$ cat src/rtl/spicfg_pkg.sv
package spicfg_pkg;

   // Outcome of a completed transaction, decided when chip select rises.
   typedef enum logic [1:0] {
      ACT_NONE     = 2'd0,
      ACT_SET_WEL  = 2'd1,
      ACT_LOAD_CFG = 2'd2
   } spicfg_act_e;

   // Width of a counter that must hold values 0..max_val.
   function automatic int unsigned cnt_width(input int unsigned max_val);
      int unsigned w;
      w = 1;
      while ((1 << w) <= max_val) w++;
      return w;
   endfunction

endpackage

$ cat src/rtl/spicfg_sync.sv
module spicfg_sync #(
   parameter int unsigned        WIDTH   = 3,
   parameter int unsigned        STAGES  = 2,
   parameter logic [WIDTH-1:0]   RST_VAL = '0
) (
   input  logic             clk,
   input  logic             rst_n,
   input  logic [WIDTH-1:0] d_async,
   output logic [WIDTH-1:0] q_sync
);

   logic [WIDTH-1:0] chain [STAGES];

   generate
      for (genvar s = 0; s < STAGES; s++) begin : g_stage
         if (s == 0) begin : g_first
            always_ff @(posedge clk or negedge rst_n) begin
               if (!rst_n) chain[0] <= RST_VAL;
               else        chain[0] <= d_async;
            end
         end else begin : g_next
            always_ff @(posedge clk or negedge rst_n) begin
               if (!rst_n) chain[s] <= RST_VAL;
               else        chain[s] <= chain[s-1];
            end
         end
      end
   endgenerate

   assign q_sync = chain[STAGES-1];

endmodule

$ cat src/rtl/spicfg_shifter.sv
module spicfg_shifter #(
   parameter int unsigned DATA_W = 8,
   parameter int unsigned CNT_W  = 5
) (
   input  logic              clk,
   input  logic              rst_n,
   input  logic              cs_idle,
   input  logic              bit_strobe,
   input  logic              bit_in,
   output logic [DATA_W-1:0] cmd_byte,
   output logic [DATA_W-1:0] data_byte,
   output logic [CNT_W-1:0]  edge_cnt
);

   localparam int unsigned    CNT_SAT  = 2 * DATA_W + 1;
   localparam logic [CNT_W-1:0] CNT_TOP = CNT_W'(CNT_SAT);
   localparam logic [CNT_W-1:0] CMD_END = CNT_W'(DATA_W - 1);

   logic [DATA_W-1:0] shift_q;
   logic [DATA_W-1:0] shift_next;

   assign shift_next = {shift_q[DATA_W-2:0], bit_in};

   // Edge counter saturates one past the longest legal frame so that an
   // overlong transfer can never wrap back onto a legal count.
   always_ff @(posedge clk or negedge rst_n) begin
      if (!rst_n) begin
         edge_cnt <= '0;
      end else if (cs_idle) begin
         edge_cnt <= '0;
      end else if (bit_strobe && (edge_cnt != CNT_TOP)) begin
         edge_cnt <= edge_cnt + 1'b1;
      end
   end

   always_ff @(posedge clk or negedge rst_n) begin
      if (!rst_n) begin
         shift_q <= '0;
      end else if (cs_idle) begin
         shift_q <= '0;
      end else if (bit_strobe) begin
         shift_q <= shift_next;
      end
   end

   // Command byte is frozen on the last command edge.
   always_ff @(posedge clk or negedge rst_n) begin
      if (!rst_n) begin
         cmd_byte <= '0;
      end else if (cs_idle) begin
         cmd_byte <= '0;
      end else if (bit_strobe && (edge_cnt == CMD_END)) begin
         cmd_byte <= shift_next;
      end
   end

   assign data_byte = shift_q;

endmodule

$ cat src/rtl/spicfg_decode.sv
module spicfg_decode
   import spicfg_pkg::*;
#(
   parameter int unsigned      DATA_W   = 8,
   parameter int unsigned      CNT_W    = 5,
   parameter logic [DATA_W-1:0] OP_WRCFG = 8'h61,
   parameter logic [DATA_W-1:0] OP_WREN  = 8'h06
) (
   input  logic              frame_end,
   input  logic [DATA_W-1:0] cmd_byte,
   input  logic [CNT_W-1:0]  edge_cnt,
   input  logic              wel_now,
   output spicfg_act_e       action
);

   localparam logic [CNT_W-1:0] LEN_ONE = CNT_W'(DATA_W);
   localparam logic [CNT_W-1:0] LEN_TWO = CNT_W'(2 * DATA_W);

   logic is_wren;
   logic is_wrcfg;

   assign is_wren  = (edge_cnt == LEN_ONE) && (cmd_byte == OP_WREN);
   assign is_wrcfg = (edge_cnt == LEN_TWO) && (cmd_byte == OP_WRCFG) && wel_now;

   always_comb begin
      action = ACT_NONE;
      if (frame_end) begin
         if (is_wrcfg)     action = ACT_LOAD_CFG;
         else if (is_wren) action = ACT_SET_WEL;
      end
   end

endmodule

$ cat src/rtl/spicfg_regs.sv
module spicfg_regs
   import spicfg_pkg::*;
#(
   parameter int unsigned       DATA_W    = 8,
   parameter logic [DATA_W-1:0] CFG_RESET = 8'hFF
) (
   input  logic              clk,
   input  logic              rst_n,
   input  spicfg_act_e       action,
   input  logic [DATA_W-1:0] new_value,
   output logic [DATA_W-1:0] cfg_q,
   output logic              wel_q
);

   always_ff @(posedge clk or negedge rst_n) begin
      if (!rst_n) begin
         cfg_q <= CFG_RESET;
         wel_q <= 1'b0;
      end else begin
         unique case (action)
            ACT_LOAD_CFG: begin
               cfg_q <= new_value;
               wel_q <= 1'b0;
            end
            ACT_SET_WEL: wel_q <= 1'b1;
            default: ;
         endcase
      end
   end

endmodule

$ cat src/rtl/spicfg_writer.sv
module spicfg_writer
   import spicfg_pkg::*;
#(
   parameter int unsigned       DATA_W      = 8,
   parameter int unsigned       SYNC_STAGES = 2,
   parameter logic [DATA_W-1:0] OP_WRCFG    = 8'h61,
   parameter logic [DATA_W-1:0] OP_WREN     = 8'h06,
   parameter logic [DATA_W-1:0] CFG_RESET   = 8'hFF
) (
   input  logic              clk,
   input  logic              rst_n,
   input  logic              spi_sck,
   input  logic              spi_csn,
   input  logic              spi_sdi,
   output logic              spi_sdo,
   output logic              sdo_oe,
   output logic [DATA_W-1:0] cfg_value,
   output logic              wel
);

   localparam int unsigned CNT_W  = cnt_width(2 * DATA_W + 1);
   localparam int unsigned PIN_N  = 3;
   localparam logic [PIN_N-1:0] PIN_RST = 3'b010;   // {sdi, csn, sck}

   // Elaboration-time parameter checks.
   generate
      if (SYNC_STAGES < 2) begin : g_bad_sync
         $error("spicfg_writer: SYNC_STAGES must be at least 2");
      end
      if (DATA_W < 2) begin : g_bad_width
         $error("spicfg_writer: DATA_W must be at least 2");
      end
      if (OP_WRCFG == OP_WREN) begin : g_bad_ops
         $error("spicfg_writer: the two opcodes must differ");
      end
   endgenerate

   logic [PIN_N-1:0] pins_s;
   logic             sck_s, csn_s, sdi_s;
   logic             sck_d, csn_d;
   logic             sck_rise, cs_rise;

   logic [DATA_W-1:0] cmd_byte;
   logic [DATA_W-1:0] data_byte;
   logic [CNT_W-1:0]  edge_cnt;
   spicfg_act_e       action;

   spicfg_sync #(
      .WIDTH   (PIN_N),
      .STAGES  (SYNC_STAGES),
      .RST_VAL (PIN_RST)
   ) u_sync (
      .clk     (clk),
      .rst_n   (rst_n),
      .d_async ({spi_sdi, spi_csn, spi_sck}),
      .q_sync  (pins_s)
   );

   assign sck_s = pins_s[0];
   assign csn_s = pins_s[1];
   assign sdi_s = pins_s[2];

   always_ff @(posedge clk or negedge rst_n) begin
      if (!rst_n) begin
         sck_d <= 1'b0;
         csn_d <= 1'b1;
      end else begin
         sck_d <= sck_s;
         csn_d <= csn_s;
      end
   end

   assign sck_rise = sck_s & ~sck_d & ~csn_s;
   assign cs_rise  = csn_s & ~csn_d;

   spicfg_shifter #(
      .DATA_W (DATA_W),
      .CNT_W  (CNT_W)
   ) u_shift (
      .clk        (clk),
      .rst_n      (rst_n),
      .cs_idle    (csn_s),
      .bit_strobe (sck_rise),
      .bit_in     (sdi_s),
      .cmd_byte   (cmd_byte),
      .data_byte  (data_byte),
      .edge_cnt   (edge_cnt)
   );

   spicfg_decode #(
      .DATA_W   (DATA_W),
      .CNT_W    (CNT_W),
      .OP_WRCFG (OP_WRCFG),
      .OP_WREN  (OP_WREN)
   ) u_dec (
      .frame_end (cs_rise),
      .cmd_byte  (cmd_byte),
      .edge_cnt  (edge_cnt),
      .wel_now   (wel),
      .action    (action)
   );

   spicfg_regs #(
      .DATA_W    (DATA_W),
      .CFG_RESET (CFG_RESET)
   ) u_regs (
      .clk       (clk),
      .rst_n     (rst_n),
      .action    (action),
      .new_value (data_byte),
      .cfg_q     (cfg_value),
      .wel_q     (wel)
   );

   assign spi_sdo = 1'b0;
   assign sdo_oe  = 1'b0;

endmodule

$ cat config.mk
export PLATFORM = sky130hd
export DESIGN_NAME = spicfg_writer
export DESIGN_NICKNAME = d
export VERILOG_FILES = /design/src/rtl/spicfg_pkg.sv /design/src/rtl/spicfg_sync.sv /design/src/rtl/spicfg_shifter.sv /design/src/rtl/spicfg_decode.sv /design/src/rtl/spicfg_regs.sv /design/src/rtl/spicfg_writer.sv
export SDC_FILE = /design/constraint.sdc
export NUM_CORES = 1
export LEC_CHECK = 0
export ABC_AREA = 0
export CAP_MARGIN = 20
export CORE_MARGIN = 8
export CORE_UTILIZATION = 54
export CTS_CLUSTER_DIAMETER = 80
export DETAILED_ROUTE_END_ITERATION = 16
export PLACE_DENSITY = 0.76
export SYNTH_ARGS = -nofsm -noshare
export SYNTH_HDL_FRONTEND = slang
export SYNTH_HIERARCHICAL = 1
export SYNTH_SLANG_ARGS = --single-unit
$ cat constraint.sdc
create_clock -name clk -period 6.5 [get_ports clk]
set_input_delay 1.3 -clock clk [delete_from_list [all_inputs] [get_ports clk]]
set_output_delay 1.3 -clock clk [all_outputs]
set_load 0.01 [all_outputs]
==> impl_metrics.csv, run 1 <==
group,metric,value,unit
run_status,status,"finished, final reports clean",
clock_network,cts_buffer_depth,2,
floorplanning,boundaryPins,16,
timing,holdWs,0.357,ns
timing,fin_skew,0.0105,ns
cells_and_area,multi_input_area,704,sq um
yosys,ys_warn_count,6,
yosys,ys_ff_latch,38,
yosys,netlist_area,1750,sq um
power_and_ir_drop,p_per_area,198,nW/um^2
critical_path,path_class,"register to register",
global_route,grt_max_degree,39,
timing,fin_crit_sh,46.6,%
power_and_ir_drop,power_leakage,0.000787,uW
yosys,synth_area_leaders,"dfrtp_1, dfstp_2, mux2i_1",
timing,post-route-min-period,3.03,ns
clock_network,ctsHtreeMaxLevel,2,
clock_network,cts_root_buf,"clkbuf_4",
yosys,ys_seq_area_share,55.2,%
yosys,synthTopCellsByCount,"dfrtp_1, mux2i_1, nand2b_1",
run,drv_cap,0,
detailed_routing,routed-wl-met3,166,um
floorplanning,die_w,72.9,um
cells_and_area,final_nets,156,
worst_hold_path,holdPathStages,0,
yosys,async_reset_ff_share,100,%
detailed_routing,vias_per_cell,5.27,
power_and_ir_drop,vdd_drop_max,0.000182,V
floorplanning,die_height,72.9,um
detailed_routing,drc,0,
timing,relSlewSlack,46.1,%
timing,grt_setup_unrepaired,"false",
placed_design,port_buffers,13,
cells_and_area,fill_cells,248,
yosys,synth_edf_count,0,
floorplanning,start_util,56.7,%
timing,fin_setup_tns,0,ns
clock_network,cts_sinks,38,
detailed_routing,drt_pass1_iterations,4,
global_route,grt_pass1_vias,1077,
floorplanning,die-area,5310,sq um
clock_network,numCtsBuffers,5,
timing,tightest_slew,0.808,ns
critical_path,critPathMaxFanout,35,
critical_path,cp_data_arrival_time,3.29,ns
detailed_routing,routed_wirelength,2950,um
yosys,avgSynthCellArea,12.9,sq um
yosys,synth_cells,135,
detailed_routing,met2WireLength,1400,um
cells_and_area,regArea,965,sq um
clock_network,cts_tree,"built",
global_route,grt_pass1_wl,5010,um
cells_and_area,diodes,0,
placed_design,gp_congestion,0.738,
timing,hold_violations,0,
detailed_routing,highest_layer,"met4",
placed_design,dp_hpwl,2010,um
detailed_routing,vias,1012,
detailed_routing,wl_per_cell,15.3,um
yosys,yosysMostFrequentCell,"dfrtp_1",
clock_network,clkSlewWorstSetupHoldPaths,0.10,ns
cells_and_area,drive_above_1_share,23.0,%
yosys,synth_top_area_share,38.7,%
timing,fmax,330,MHz
worst_hold_path,hold_path.class,"register to register",
critical_path,end_kind,"register",
critical_path,start_kind,"register",
floorplanning,core_area,3080,sq um
timing,setup-violations-final,0,
floorplanning,rows,20,
yosys,synthDistinctLibCells,32,
critical_path,worstPathRequired,6.76,ns
yosys,ys.flop_type,"dfrtp_1",
clock_network,clk_latency,0.34,ns
global_route,grt.total_usage,12.5,%
global_route,antenna_found_initial,0,
detailed_routing,drt_iter0_markers,49,
detailed_routing,wl_met1,1280,um
clock_network,hold_buffers,0,
timing,slew_violations,0,
global_route,overflow,0,
detailed_routing,ant_nets,0,
yosys,yosys.area.top_type,"dfrtp_1",
clock_network,cts_resized,0,
cells_and_area,syn2layout_area_growth,10.8,%
critical_path,reg2reg_depth,5,
clock_network,post-cts-setup-buffers,0,
critical path: stages (launching register included):
cell and delay [ns]:
dfstp_2 0.88, and2b_2 0.22, or4b_1 0.47, nor4_1 0.43
ha_1 0.60, mux2_4 0.35
layout by cell type, fill, tap and decap left out, types with 2 or more instances in the layout:
master,netlist,layout
dfrtp_1,27,27
nand2b_1,16,16
xor2_1,2,2
dfstp_2,11,11
clkdlybuf4s50_1,0,12
or4b_1,2,2
ha_1,4,4
clkbuf_4,0,5
nand4_1,2,2
mux2i_1,16,16
nor2_1,14,14
mux2_1,2,2
inv_1,4,4
mux2_4,8,8
nor4_1,2,2
conb_1,1,2
power by group:
part           internal [uW]  leakage (uW)  switching (uW)
logic                   6.75      0.000273            8.29
registers                241      0.000479            4.38
clock network           52.4     0.0000353            71.5
cell families after synthesis:
| family | Yosys count | share of synthesized area [%] |
|---|---|---|
| simple gates | 46 | 16.5 |
| compound gates | 3 | 1.50 |
| xor+xnor | 2 | 1.00 |
| mux | 27 | 18.0 |
| flops | 38 | 55.2 |
| fa+ha+maj | 4 | 2.87 |
| other cells | 1 | 0.215 |
| buf+inv | 14 | 4.66 |
flip-flops by register name (all words and copies together), names as in the netlist:
register and flops:
u_sync/q_sync 3, csn_d 1, sck_d 1, u_shift/cmd_byte 8
u_sync/chain 3, u_regs/cfg_q 8, u_shift/edge_cnt 5, u_regs/wel_q 1
u_shift/data_byte 8
stage by stage:
| stage | power (uW) | util [%] | worst slack (ns) | cells | cell area, sq um |
|---|---|---|---|---|---|
| final | 384 | 62.9 | 3.47 | 192 | 1940 |
| after global routing | 404 | 62.9 | 3.33 | 192 | 1940 |
| after CTS | 391 | 62.5 | 3.48 | 191 | 1920 |
| after detailed placement | 264 | 60.6 | 3.50 | 183 | 1860 |
| after global placement | 263 | 60.6 | 3.66 | 183 | 1860 |
| after floorplan | 258 | - | 4.17 | 136 | 1750 |
routing by layer:
metal  vias to the layer above  GRT usage [%]
met5                         -              0
met4                         0           7.78
met3                         7           4.53
met2                        27           19.2
met1                       505           14.4
li1                        473              -
path summary, 6_finish.rpt:
| kind | from | to | slack [ns] |
|---|---|---|---|
| min reg2reg | u_sync/chain[3]$_DFF_PN0_ | u_sync/q_sync[0]$_DFF_PN0_ | 0.36 |
| min | u_sync/chain[3]$_DFF_PN0_ | u_sync/q_sync[0]$_DFF_PN0_ | 0.36 |
| max reg2reg | u_sync/q_sync[1]$_DFF_PN1_ | u_regs/cfg_q[5]$_DFFE_PN1N_ | 3.47 |
| max in group asynchronous | rst_n | u_shift/data_byte[6]$_DFFE_PN0P_ | 4.94 |
| max | u_sync/q_sync[1]$_DFF_PN1_ | u_regs/cfg_q[5]$_DFFE_PN1N_ | 3.47 |
| min in group asynchronous | rst_n | u_shift/edge_cnt[0]$_DFFE_PN0P_ | 1.04 |
cell type report:
| cell class | instances | share of cell area, % |
|---|---|---|
| tap | 44 | 2.84 |
| timing repair buffer | 14 | 7.05 |
| sequential | 38 | 49.8 |
| multi-input combinational | 84 | 36.4 |
| inverter | 4 | 0.776 |
| clock inverter | 1 | 0.259 |
| clock buffer | 7 | 2.84 |
Note: power is estimated with default switching activity, not from simulation.
==> run 2, diff against run 1 <==
Settings changed: CORE_UTILIZATION 54 to 50, PLACE_DENSITY 0.76 to 0.74.
Clock period 6.5 ns to 2.75 ns, I/O delays scaled along.
==> impl_metrics.csv, run 2 (synthesis gave the netlist of run 1 again) <==
group,metric,value,unit
run_status,status,"finished, final reports clean",
clock_network,numCtsBuffers,5,
detailed_routing,drc,0,
detailed_routing,drt_iter0_markers,75,
global_route,grtUsageMet1,13.8,%
floorplanning,die_height,75.1,um
timing,setup-violations-final,0,
global_route,grt_max_degree,39,
floorplanning,rows,21,
placed_design,port_buffers,13,
cells_and_area,final_common_cell,"dfrtp_1",
critical_path,worstPathRequired,3.02,ns
critical_path,end_kind,"register",
power_and_ir_drop,p_per_area,500,nW/um^2
detailed_routing,drt_pass1_iterations,4,
critical_path,slowest_delay,0.60,ns
clock_network,clkSlewWorstSetupHoldPaths,0.11,ns
run,drv_cap,0,
critical_path,start_kind,"register",
global_route,overflow,0,
critical_path,cp_data_arrival_time,2.81,ns
clock_network,cts_buffer_depth,2,
power_and_ir_drop,power_leakage,0.000796,uW
power_and_ir_drop,vdd_drop_max,0.000305,V
timing,fin_setup_tns,0,ns
global_route,gr-usage-met3,3.46,%
timing,tightest_slew,0.784,ns
floorplanning,start_util,52.3,%
global_route,antenna_found_initial,0,
global_route,grt-busiest-layer,"met2",
floorplanning,core_area,3340,sq um
floorplanning,die-area,5640,sq um
detailed_routing,vias_per_cell,5.13,
global_route,grt_pass1_vias,1037,
timing,relSlewSlack,47.7,%
cells_and_area,final_nets,157,
timing,fin_crit_sh,92.5,%
global_route,grt.total_usage,11.6,%
timing,hold_violations,0,
timing,setup_ws,0.206,ns
timing,slew_violations,0,
worst_hold_path,hold_path.class,"input pin to async pin",
clock_network,cts_root_buf,"clkbuf_4",
detailed_routing,vias,1001,
clock_network,cts_tree,"built",
critical_path,slowest_stage,"ha_1",
placed_design,gp_congestion,0.744,
critical_path,crit_buf_inv,0,
clock_network,cts_resized,0,
timing,grt_setup_unrepaired,"false",
critical_path,cp_top_family,"simple AND/OR/NAND/NOR gates",
placed_design,dp_hpwl,2000,um
clock_network,post-cts-setup-buffers,0,
floorplanning,die_w,75.1,um
placed_design,dp_slack,0.244,ns
critical_path,path_cells,"and2b_2 -> or4b_1 -> nor4_1 -> ha_1 -> mux2_4",
timing,post-route-min-period,2.54,ns
clock_network,ctsHtreeMaxLevel,2,
clock_network,clk_latency,0.34,ns
floorplanning,boundaryPins,16,
global_route,met2_usage,17.8,%
critical_path,path_class,"register to register",
critical_path,critPathMaxFanout,8,
cells_and_area,diodes,0,
timing,fin_skew,0.0102,ns
clock_network,cts_sinks,38,
cells_and_area,syn2layout_area_growth,12.0,%
detailed_routing,routed_wirelength,2910,um
cells_and_area,fill_cells,280,
cells_and_area,final_cell_mix,"dfrtp_1, nand2b_1, mux2i_1",
timing,fmax,393,MHz
detailed_routing,ant_nets,0,
detailed_routing,wl_per_cell,14.9,um
cells_and_area,drive_above_1_share,22.8,%
clock_network,hold_buffers,0,
global_route,grt_pass1_wl,4810,um
-- run 2: metal layers --
| layer | up-vias | wire length (um) |
|---|---|---|
| li1 | 478 | - |
| met1 | 500 | 1340 |
| met2 | 17 | 1370 |
| met3 | 6 | 126 |
| met4 | 0 | 66 |
| met5 | - | 0 |
-- run 2: worst paths after layout --
path                       slack [ns]                         endpoint  depth (start not counted)                  startpoint
hold reg to reg                  0.36       u_sync/q_sync[1]$_DFF_PN1_                          0   u_sync/chain[4]$_DFF_PN1_
min in group clk                 0.36       u_sync/q_sync[1]$_DFF_PN1_                          0   u_sync/chain[4]$_DFF_PN1_
setup reg to reg                 0.21      u_regs/cfg_q[1]$_DFFE_PN1N_                          5  u_sync/q_sync[1]$_DFF_PN1_
max in group asynchronous        1.97        u_sync/chain[5]$_DFF_PN0_                          1                       rst_n
hold / removal                   0.28  u_shift/edge_cnt[3]$_DFFE_PN0P_                          1                       rst_n
setup / recovery                 0.21      u_regs/cfg_q[1]$_DFFE_PN1N_                          5  u_sync/q_sync[1]$_DFF_PN1_
-- run 2: cell type report --
cell class,count,area [sq um],area share (%)
Tap cell,46,57.6,2.94
Multi-Input combinational cell,84,704,36.0
Clock inverter,1,30.0,1.53
Inverter,4,15.0,0.767
Sequential cell,38,965,49.3
Clock buffer,7,45.0,2.30
Timing Repair Buffer,15,140,7.16
-- run 2: power by group --
part           switching (uW)  internal [uW]  leakage (uW)
combinational            25.0           16.4      0.000277
sequential               4.66            568      0.000479
clock                     170            193     0.0000395
-- run 2: stage by stage --
step	util, %	hold slack (ns)	total power [uW]	instance area, sq um	cells
2_1_floorplan	-	0.254	610	1750	136
3_3_place_gp	56.4	0.334	624	1880	187
3_5_place_dp	56.4	0.338	626	1880	187
4_1_cts	58.6	0.305	994	1960	195
5_1_grt	58.6	0.353	1020	1960	195
6_report	58.6	0.278	978	1960	195
